==> src/rtl/dbsl_pkg.sv <==
package dbsl_pkg;
  localparam int unsigned MAIN_W = 20;
  localparam int unsigned ENH_W  = 8;
  typedef enum logic {TGT_MAIN = 1'b0, TGT_ENH = 1'b1} target_e;
endpackage

==> src/rtl/dbsl_sync_edge.sv <==
module dbsl_sync_edge #(
  parameter bit RST_VAL = 1'b0
) (
  input  logic clk,
  input  logic rst,
  input  logic din,
  output logic lvl,
  output logic rise
);
  logic [2:0] st;

  always_ff @(posedge clk) begin
    if (rst) st <= {3{RST_VAL}};
    else     st <= {st[1:0], din};
  end

  assign lvl  = st[1];
  assign rise = st[1] & ~st[2];
endmodule

==> src/rtl/dbsl_shift_bank.sv <==
module dbsl_shift_bank #(
  parameter int unsigned W = 8
) (
  input  logic         clk,
  input  logic         rst,
  input  logic         shift_en,
  input  logic         din,
  output logic [W-1:0] word_q,
  output logic         msb
);
  always_ff @(posedge clk) begin
    if (rst)           word_q <= '0;
    else if (shift_en) word_q <= {word_q[W-2:0], din};
  end

  assign msb = word_q[W-1];

  // a bank without a qualified shift keeps its contents
  p_hold_idle_r3: assert property (@(posedge clk) disable iff (rst)
    !shift_en |=> $stable(word_q));
endmodule

==> src/rtl/dual_bank_serial_loader.sv <==
module dual_bank_serial_loader
  import dbsl_pkg::*;
#(
  parameter int unsigned MAIN_BITS = MAIN_W,
  parameter int unsigned ENH_BITS  = ENH_W
) (
  input  logic                 clk,
  input  logic                 rst,
  input  logic                 ser_clk_i,
  input  logic                 ser_dat_i,
  input  logic                 ser_ld_n_i,
  input  logic                 bank_sel_i,
  input  logic                 frame_sel_i,
  input  logic                 enh_mode_n_i,
  output logic [MAIN_BITS-1:0] prog_word_o,
  output logic [ENH_BITS-1:0]  enh_word_o,
  output logic                 dout_o
);
  logic sck_lvl, sck_rise;
  logic dat_lvl, dat_rise;
  logic ld_lvl,  ld_rise;
  logic sel_lvl, sel_rise;

  dbsl_sync_edge #(.RST_VAL(1'b0)) u_sck (.clk(clk), .rst(rst), .din(ser_clk_i),  .lvl(sck_lvl), .rise(sck_rise));
  dbsl_sync_edge #(.RST_VAL(1'b0)) u_dat (.clk(clk), .rst(rst), .din(ser_dat_i),  .lvl(dat_lvl), .rise(dat_rise));
  dbsl_sync_edge #(.RST_VAL(1'b1)) u_ld  (.clk(clk), .rst(rst), .din(ser_ld_n_i), .lvl(ld_lvl),  .rise(ld_rise));
  dbsl_sync_edge #(.RST_VAL(1'b0)) u_sel (.clk(clk), .rst(rst), .din(bank_sel_i), .lvl(sel_lvl), .rise(sel_rise));

  logic    shift_ok, sh_main, sh_enh;
  target_e last_tgt;
  logic [MAIN_BITS-1:0] main_q, shadow_q;
  logic [ENH_BITS-1:0]  enh_q;
  logic main_msb, enh_msb;

  assign shift_ok = sck_rise & ~ld_lvl;
  assign sh_main  = shift_ok & (sel_lvl == TGT_MAIN);
  assign sh_enh   = shift_ok & (sel_lvl == TGT_ENH);

  dbsl_shift_bank #(.W(MAIN_BITS)) u_main (
    .clk(clk), .rst(rst), .shift_en(sh_main), .din(dat_lvl),
    .word_q(main_q), .msb(main_msb));

  dbsl_shift_bank #(.W(ENH_BITS)) u_enh (
    .clk(clk), .rst(rst), .shift_en(sh_enh), .din(dat_lvl),
    .word_q(enh_q), .msb(enh_msb));

  always_ff @(posedge clk) begin
    if (rst) begin
      shadow_q <= '0;
      last_tgt <= TGT_MAIN;
    end else begin
      if (ld_rise) shadow_q <= main_q;
      if (sh_main) last_tgt <= TGT_MAIN;
      else if (sh_enh) last_tgt <= TGT_ENH;
    end
  end

  always_ff @(posedge clk) begin
    if (rst) begin
      prog_word_o <= '0;
      enh_word_o  <= '0;
      dout_o      <= 1'b0;
    end else begin
      prog_word_o <= frame_sel_i ? main_q : shadow_q;
      enh_word_o  <= enh_mode_n_i ? '0 : enh_q;
      dout_o      <= ~enh_mode_n_i & ((last_tgt == TGT_ENH) ? enh_msb : main_msb);
    end
  end

  p_shadow_hold_r4: assert property (@(posedge clk) disable iff (rst)
    !ld_rise |=> $stable(shadow_q));
  p_main_on_frame_r5: assert property (@(posedge clk) disable iff (rst)
    frame_sel_i |=> prog_word_o == $past(main_q));
  p_enh_gated_r6: assert property (@(posedge clk) disable iff (rst)
    enh_mode_n_i |=> enh_word_o == '0);
  p_dout_quiet_r7: assert property (@(posedge clk) disable iff (rst)
    enh_mode_n_i |=> !dout_o);
  p_no_shift_in_load_r3: assert property (@(posedge clk) disable iff (rst)
    ld_lvl |=> $stable(main_q) && $stable(enh_q));

  logic unused_ok;
  assign unused_ok = sck_lvl ^ dat_rise ^ sel_rise;
endmodule

==> config.mk <==
export PLATFORM = sky130hd
export DESIGN_NAME = dual_bank_serial_loader
export DESIGN_NICKNAME = d
export VERILOG_FILES = /design/src/rtl/dbsl_pkg.sv /design/src/rtl/dbsl_sync_edge.sv /design/src/rtl/dbsl_shift_bank.sv /design/src/rtl/dual_bank_serial_loader.sv
export SDC_FILE = /design/constraint.sdc
export NUM_CORES = 1
export LEC_CHECK = 0
export BUFFER_PORTS_ARGS = -buffer_cell sky130_fd_sc_hd__buf_2
export CAP_MARGIN = 0
export CORE_MARGIN = 5
export CORE_UTILIZATION = 35
export CTS_CLUSTER_DIAMETER = 120
export DETAILED_ROUTE_END_ITERATION = 6
export SLEW_MARGIN = 20
export SYNTH_ARGS = -nofsm -noshare
export SYNTH_HDL_FRONTEND = slang
export SYNTH_SLANG_ARGS = --single-unit
export TNS_END_PERCENT = 10
==> constraint.sdc <==
create_clock -name clk -period 1.9 [get_ports clk]
set_clock_uncertainty 0.1 [all_clocks]
set_input_delay 0.095 -clock clk [delete_from_list [all_inputs] [get_ports clk]]
set_output_delay 0.095 -clock clk [all_outputs]
set_load 0.02 [all_outputs]
==> metrics.yaml, run 1 <==
vias_per_cell: 4.46
die_area_um2: 10400
grt_pass1_wl_um: 8960
worstSkewPairLatency_ns: 0.34
cts_setup_buffers: 0
yosysMostFrequentCell: "nand2_1"
synthToLayoutAreaGrowth_pct: 18.9
cp_slowest_cell: "or4b_4"
whs_ns: 0.0303
core_area_um2: 8220
slew_viol_final: 0
ys_types: 18
chipWidth_um: 102
numCtsBuffers: 9
hpwl_um: 3270
cts.sinks: 88
grt_max_degree: 25
worstSetupStartpointType: "flop"
ys_seq_elements: 88
p_leak_nw: 1.37
die_h_um: 102
synth_edf_count: 0
cts_root_buf: "clkbuf_8"
period_share_pct: 77.0
antenna_found_initial: 0
fin_crit_ns: 1.46
crit_path_max_incr_delay_ns: 0.68
synth_commonest_cells: "nand2_1, dfxtp_1, a21oi_1"
first_pass_iters: 4
vias: 2101
ys.flop_type: "dfxtp_1"
n_antenna_cell: 0
cts_buffer_depth: 2
worstMarginPinSlew_ns: 0.602
routed_wl_um: 5200
path_max_fanout: 20
synthTopCellsByArea: "dfxtp_1, nand2_1, a21oi_1"
crit_buf_inv: 0
fin_nets: 369
avgSynthCellArea_um2: 9.13
cts_tree: "done"
path_cells: "or4b_4 -> nand2_1 -> a21oi_1"
ir_worst_vdd_mv: 0.460
synth-async-reset-ratio_pct: 0
criticalPathCategory: "reg2reg"
overflow: 0
initial_core_util_pct: 35.9
cts_htree_levels: 3
path_clk_slew_ns: 0.08
crit_path_end_kind: "flop"
track_usage_pct: 11.0
fmax_ghz: 0.684
synthCells: 323
rsz0062_at_grt: "false"
gp_congestion: 0.659
cts.repair.resized: 0
instances_no_fill: 471
rows: 33
total_power_mw: 3.45
timing.slew.headroom_pct: 59.8
seq_area_frac_synth_pct: 59.7
ctsHoldBuffers: 5
powerDensity_nw_per_um2: 984
arrival_ns: 1.60
setup_viol: 0
critPathTopFamily: "simple AND/OR/NAND/NOR gates"
grt_pass1_vias: 1966
route.detailed.drc: 0
cp.required_ns: 2.04
setup_tns_ns: 0
status: "complete, no violations"
syn_nets: 331
first_iter_violations: 82
synth_top_area_share_pct: 59.7
synth_top_cell_by_area: "dfxtp_1"
port_buffers: 36
synthesis.area_um2: 2950
hold_class: "in2reg"
io_pins: 37
layout-drive-gt1-share_pct: 16.9
placed_cells: 450
drv_cap: 0
yosysWarningCount: 0
wl_per_cell_um: 11.0
hold_violations: 0
ant_nets: 0
reg2reg_slack_ns: 0.44
[routing by layer]
metal | vias up | routed length [µm] | global-route usage (%)
met5 | - | 0 | 0
met4 | 0 | 110 | 5.83
met3 | 9 | 257 | 3.37
met2 | 37 | 2320 | 17.6
met1 | 939 | 2520 | 13.3
li1 | 1116 | - | -
[per-stage QoR]
step / instance area [µm²] / setup WS (ns) / util [%]
final: 3510 / 0.438 / 42.7
after detailed placement: 3220 / 0.445 / 39.2
after global placement: 3220 / 0.469 / 39.2
after global routing: 3510 / 0.360 / 42.7
after floorplan: 2950 / 0.547 / -
after CTS: 3510 / 0.432 / 42.7
[state kept, by name, summed over array words and instances (netlist names)]
register and count:
u_enh.word_q 8, u_main.word_q 20, u_sck.st 3, u_ld.st 3
prog_word_o 20, u_sel.st 2, u_dat.st 2, dout_o 1
enh_word_o 8, last_tgt 1, shadow_q 20
[layout make-up]
class                           count  area, µm²
Tap cell                          105        131
Multi-Input combinational cell    214       1090
Sequential cell                    88       1760
Clock inverter                      5        104
Timing Repair Buffer               48        283
Clock buffer                       11        131
Fill cell                         799       4710
[logic make-up (layout without fill, tap and decap cells)]
family / Yosys count / after routing / synth area share [%]
AOI/OAI and AO/OA: 50 / 50 / 8.49
buffers and inverters: 21 / 64 / 3.44
DFF: 88 / 88 / 59.7
muxes: 21 / 21 / 7.13
and+or+nand+nor: 143 / 143 / 21.2
[placed cells by master, fill, tap and decap left out, drive strengths merged]
cell,count
a21oi,49
mux2i,21
clkbuf,11
nor4bb,1
dfxtp,88
nor2b,8
o21ai,1
clkinv,1
nand2,96
buf,43
nor3,1
nor2,21
nand4bb,1
bufinv,3
or2,3
or4b,1
inv,1
dlygate4sd3,5
nor4b,1
nand2b,2
and2,8
[report_power, final]
part	switching (mW)	total, mW	internal [mW]
clock	0.626	1.50	0.877
combinational	0.0525	0.0868	0.0342
sequential	0.00688	1.86	1.85
total	0.685	3.45	2.76
[worst paths after layout]
path,startpoint,to,cells past startpoint
min,rst,u_sel.st[1]$_SDFF_PP0_,2
min reg2reg,u_ld.st[0]$_SDFF_PP1_,u_ld.st[1]$_SDFF_PP1_,1
max reg2reg,u_ld.st[1]$_SDFF_PP1_,u_main.word_q[6]$_SDFFE_PP0P_,3
max,u_ld.st[1]$_SDFF_PP1_,u_main.word_q[6]$_SDFFE_PP0P_,3
No activity file was read; power rests on OpenSTA's default activity.
==> run 2: changes to the inputs <==
clock period = 1.45 ns   (was 1.9 ns; I/O delays follow)
==> run 2 against run 1 <==
Against the previous run: sequential share of layout area down 0.92 points; utilization up 0.82 points; total power up 18%.
==> metrics.yaml, run 2 (synthesized netlist as in run 1, its figures left out) <==
fin_nets: 379
cts_htree_levels: 3
route.detailed.drc: 0
worstSkewPairLatency_ns: 0.35
reg2reg_slack_ns: 0.06
gp_congestion: 0.698
top_regs: "prog_word_o: 20 flops, shadow_q: 20 flops, u_main.word_q: 20 flops"
io_pins: 37
seq_power_share_pct: 59.6
cp.required_ns: 1.59
grt_pass1_vias: 1886
ir_worst_vdd_mv: 0.672
rsz0062_at_grt: "false"
total_power_mw: 4.08
setup_tns_ns: 0
overflow: 0
first_iter_violations: 67
clkPwrFrac_pct: 36.9
port_buffers: 36
synthToLayoutAreaGrowth_pct: 21.2
first_pass_iters: 4
grt_max_degree: 45
seq_area_um2: 1760
cts_buffer_depth: 2
antenna_found_initial: 0
track_usage_pct: 10.8
vias_per_cell: 4.49
grtUsageMet2_pct: 15.9
slew_viol_final: 0
core_area_um2: 8220
p_leak_nw: 1.40
initial_core_util_pct: 35.9
grt_pass1_wl_um: 8690
vias: 2162
instances_no_fill: 481
status: "complete, no violations"
placed_cell_area_um2: 3300
cts_root_buf: "clkbuf_8"
chipWidth_um: 102
ant_nets: 0
hpwl_um: 3350
gr-max-usage-layer: "met2"
cts_tree: "done"
use_met1_pct: 14.0
fin_crit_ns: 1.39
final_area_um2: 3570
routed_wl_um: 5290
path_clk_slew_ns: 0.09
drv_cap: 0
powerDensity_nw_per_um2: 1140
final_common_cell: "nand2_1"
path_max_fanout: 20
arrival_ns: 1.53
period_share_pct: 96.0
worstSetupStartpointType: "flop"
setup_ws_ns: 0.0577
cts.sinks: 88
setup_viol: 0
crit_path_end_kind: "flop"
die_area_um2: 10400
timing.slew.headroom_pct: 75.5
cts_setup_buffers: 0
placed_cells: 456
filler_cell_count: 798
layout-drive-gt1-share_pct: 18.6
post-place-ws_ns: 0.0664
fmax_ghz: 0.718
mostFrequentLayoutCells: "nand2_1, dfxtp_1, a21oi_1"
hold_violations: 0
wl_per_cell_um: 11.0
combPwrFrac_pct: 3.5
n_antenna_cell: 0
rows: 33
numCtsBuffers: 9
grtUsageMet3_pct: 3.31
netSwitchingFraction_pct: 22.4
worstMarginPinSlew_ns: 0.367
criticalPathCategory: "reg2reg"
switching_power_mw: 0.916
p_int_mw: 3.17
hold_class: "in2reg"
multi_input_area_um2: 1100
die_h_um: 102
-- run 2: layout make-up --
type / count / share of cell area [%]
Timing Repair Buffer: 58 / 11.4
Clock inverter: 4 / 0.805
Multi-Input combinational cell: 214 / 30.7
Sequential cell: 88 / 49.3
Clock buffer: 12 / 4.06
Tap cell: 105 / 3.68
-- run 2: per-layer routing --
metal / vias to the layer above / part of all wire, %
li1: 1135 / -
met1: 973 / 47
met2: 44 / 45
met3: 10 / 5.8
met4: 0 / 2.3
met5: - / 0
-- run 2: repair_timing --
item,in CTS,in global routing
endpoints found under the hold margin,15,0
hold buffers,9,0
setup endpoints to repair,0,3
resized for setup,0,3
-- run 2: power groups by stage --
stage | registers [mW] | logic, mW | clock network, mW
2_1_floorplan | 2.49 | 0.0763 | 0
3_3_place_gp | 2.49 | 0.124 | 0
3_5_place_dp | 2.49 | 0.125 | 0
4_1_cts | 2.43 | 0.143 | 1.57
5_1_grt | 2.43 | 0.156 | 1.68
6_report | 2.43 | 0.144 | 1.51
-- run 2: path summary, 6_finish.rpt --
kind	start	end	cells past startpoint
max	u_sck.st[2]$_SDFF_PP0_	u_main.word_q[5]$_SDFFE_PP0P_	3
max reg2reg	u_sck.st[2]$_SDFF_PP0_	u_main.word_q[5]$_SDFFE_PP0P_	3
min reg2reg	u_ld.st[0]$_SDFF_PP1_	u_ld.st[1]$_SDFF_PP1_	1
min	frame_sel_i	prog_word_o[4]$_SDFF_PP0_	3
-- run 2: worst max-delay path, cell delays in order, from the launching register on --
cell,delay (ns)
dfxtp_1,0.32
or4b_4,0.67
nand2_1,0.11
a21oi_1,0.07
-- run 2: per-stage QoR --
step           util, %  hold WS [ns]
2_1_floorplan        -        0.0518
3_3_place_gp      40.2         0.159
3_5_place_dp      40.2         0.157
4_1_cts           43.4        0.0782
5_1_grt           43.5         0.106
6_report          43.5        0.0876
==> run 3: changes to the inputs <==
CELL_PAD_IN_SITES_DETAIL_PLACEMENT = 1   (was not set)
CELL_PAD_IN_SITES_GLOBAL_PLACEMENT = 1   (was not set)
PLACE_DENSITY_LB_ADDON = 0.1   (was not set)
==> run 3 against run 2 <==
Against the previous run: register-to-register slack got worse by 0.05 ns; worst setup slack got worse by 0.053 ns; worst hold slack got worse by 0.042 ns; first-iteration DRC count fell by 13%; non-clock buffer count rose by 7.
==> metrics.yaml, run 3 (synthesized netlist as in run 1, its figures left out) <==
layout-drive-gt1-share_pct: 23.4
wl_per_cell_um: 13.5
fmax_ghz: 0.692
powerDensity_nw_per_um2: 1200
grt_pass1_wl_um: 10300
hold_violations: 0
slew_viol_final: 0
period_share_pct: 99.7
first_iter_violations: 58
cts_htree_levels: 3
cp.required_ns: 1.59
timing.slew.headroom_pct: 71.7
cts_root_buf: "clkbuf_8"
track_usage_pct: 12.8
post-place-ws_ns: 0.0111
die_area_um2: 10400
synthToLayoutAreaGrowth_pct: 27.3
port_buffers: 36
ir_worst_vdd_mv: 0.680
rsz0062_at_grt: "true"
grt_max_degree: 29
overflow: 0
rows: 33
instances_no_fill: 490
setup_viol: 0
whs_ns: 0.0456
core_area_um2: 8220
gp_congestion: 0.749
placed_cells: 460
placed_cell_area_um2: 3300
first_pass_iters: 4
fin_nets: 388
final_area_um2: 3750
path_clk_slew_ns: 0.09
setup_ws_ns: 0.00469
drv_cap: 0
crit_path_end_kind: "flop"
hold_class: "in2reg"
seq_area_um2: 1770
cts_tree: "done"
cts_buffer_depth: 2
die_h_um: 102
top_regs: "prog_word_o: 20 flops, shadow_q: 20 flops, u_main.word_q: 20 flops"
status: "complete, no violations"
n_antenna_cell: 0
grt_pass1_vias: 2206
mostFrequentLayoutCells: "nand2_1, dfxtp_1, a21oi_1"
numCtsBuffers: 9
antenna_found_initial: 0
criticalPathCategory: "reg2reg"
fin_util_pct: 45.7
ant_nets: 0
arrival_ns: 1.58
io_pins: 37
setup_tns_ns: 0
final_common_cell: "nand2_1"
worstSkewPairLatency_ns: 0.36
fin_crit_ns: 1.45
total_power_mw: 4.52
filler_cell_count: 957
route.detailed.drc: 0
worstSetupStartpointType: "flop"
path_max_fanout: 5
cts.sinks: 88
multi_input_area_um2: 1150
hpwl_um: 4160
p_leak_nw: 1.47
vias_per_cell: 4.66
vias: 2283
routed_wl_um: 6590
chipWidth_um: 102
initial_core_util_pct: 35.9
worstMarginPinSlew_ns: 0.423
## run 3: area by class of cell
cell class | count | area share [%]
multi-input combinational | 216 | 30.6
clock inverter | 4 | 2.03
sequential | 88 | 47.2
clock buffer | 12 | 4.13
timing repair buffer | 65 | 12.5
tap | 105 | 3.50
## run 3: where the power goes
group	leakage (nW)	internal [mW]	switching, mW
registers	0.712	2.42	0.00913
logic	0.649	0.0685	0.0835
clock network	0.113	1.07	0.863
total	1.47	3.56	0.956
## run 3: repair_timing
action | CTS | global route
gates cloned | 0 | 4
endpoints found under the setup margin | 1 | 26
gates resized for setup | 1 | 22
buffers inserted | 0 | 3
hold buffers | 7 | 0
hold endpoints to repair | 9 | 0
pin swaps | 0 | 7
## run 3: critical path: stages, from the launching register on
cell	delay, ns
dfxtp_4	0.36
buf_4	0.14
or4b_4	0.56
nand2_1	0.10
a21oi_1	0.06
## run 3: worst paths after layout
path / startpoint / endpoint / slack [ns] / depth (start not counted)
worst min-delay path: frame_sel_i / prog_word_o[15]$_SDFF_PP0_ / 0.05 / 3
worst max register to register: u_sck.st[2]$_SDFF_PP0_ / u_main.word_q[1]$_SDFFE_PP0P_ / 0.005 / 4
worst max-delay path: u_sck.st[2]$_SDFF_PP0_ / u_main.word_q[1]$_SDFFE_PP0P_ / 0.005 / 4
worst min register to register: u_ld.st[0]$_SDFF_PP1_ / u_ld.st[1]$_SDFF_PP1_ / 0.32 / 1
## run 3: routing by layer
metal  wire [µm]  track usage [%]  vias to the layer above
met5           0                0                        -
met4         111             7.36                        0
met2        2940             19.8                       38
li1            -                -                     1156
met3         253             2.82                       13
met1        3290             16.3                     1076
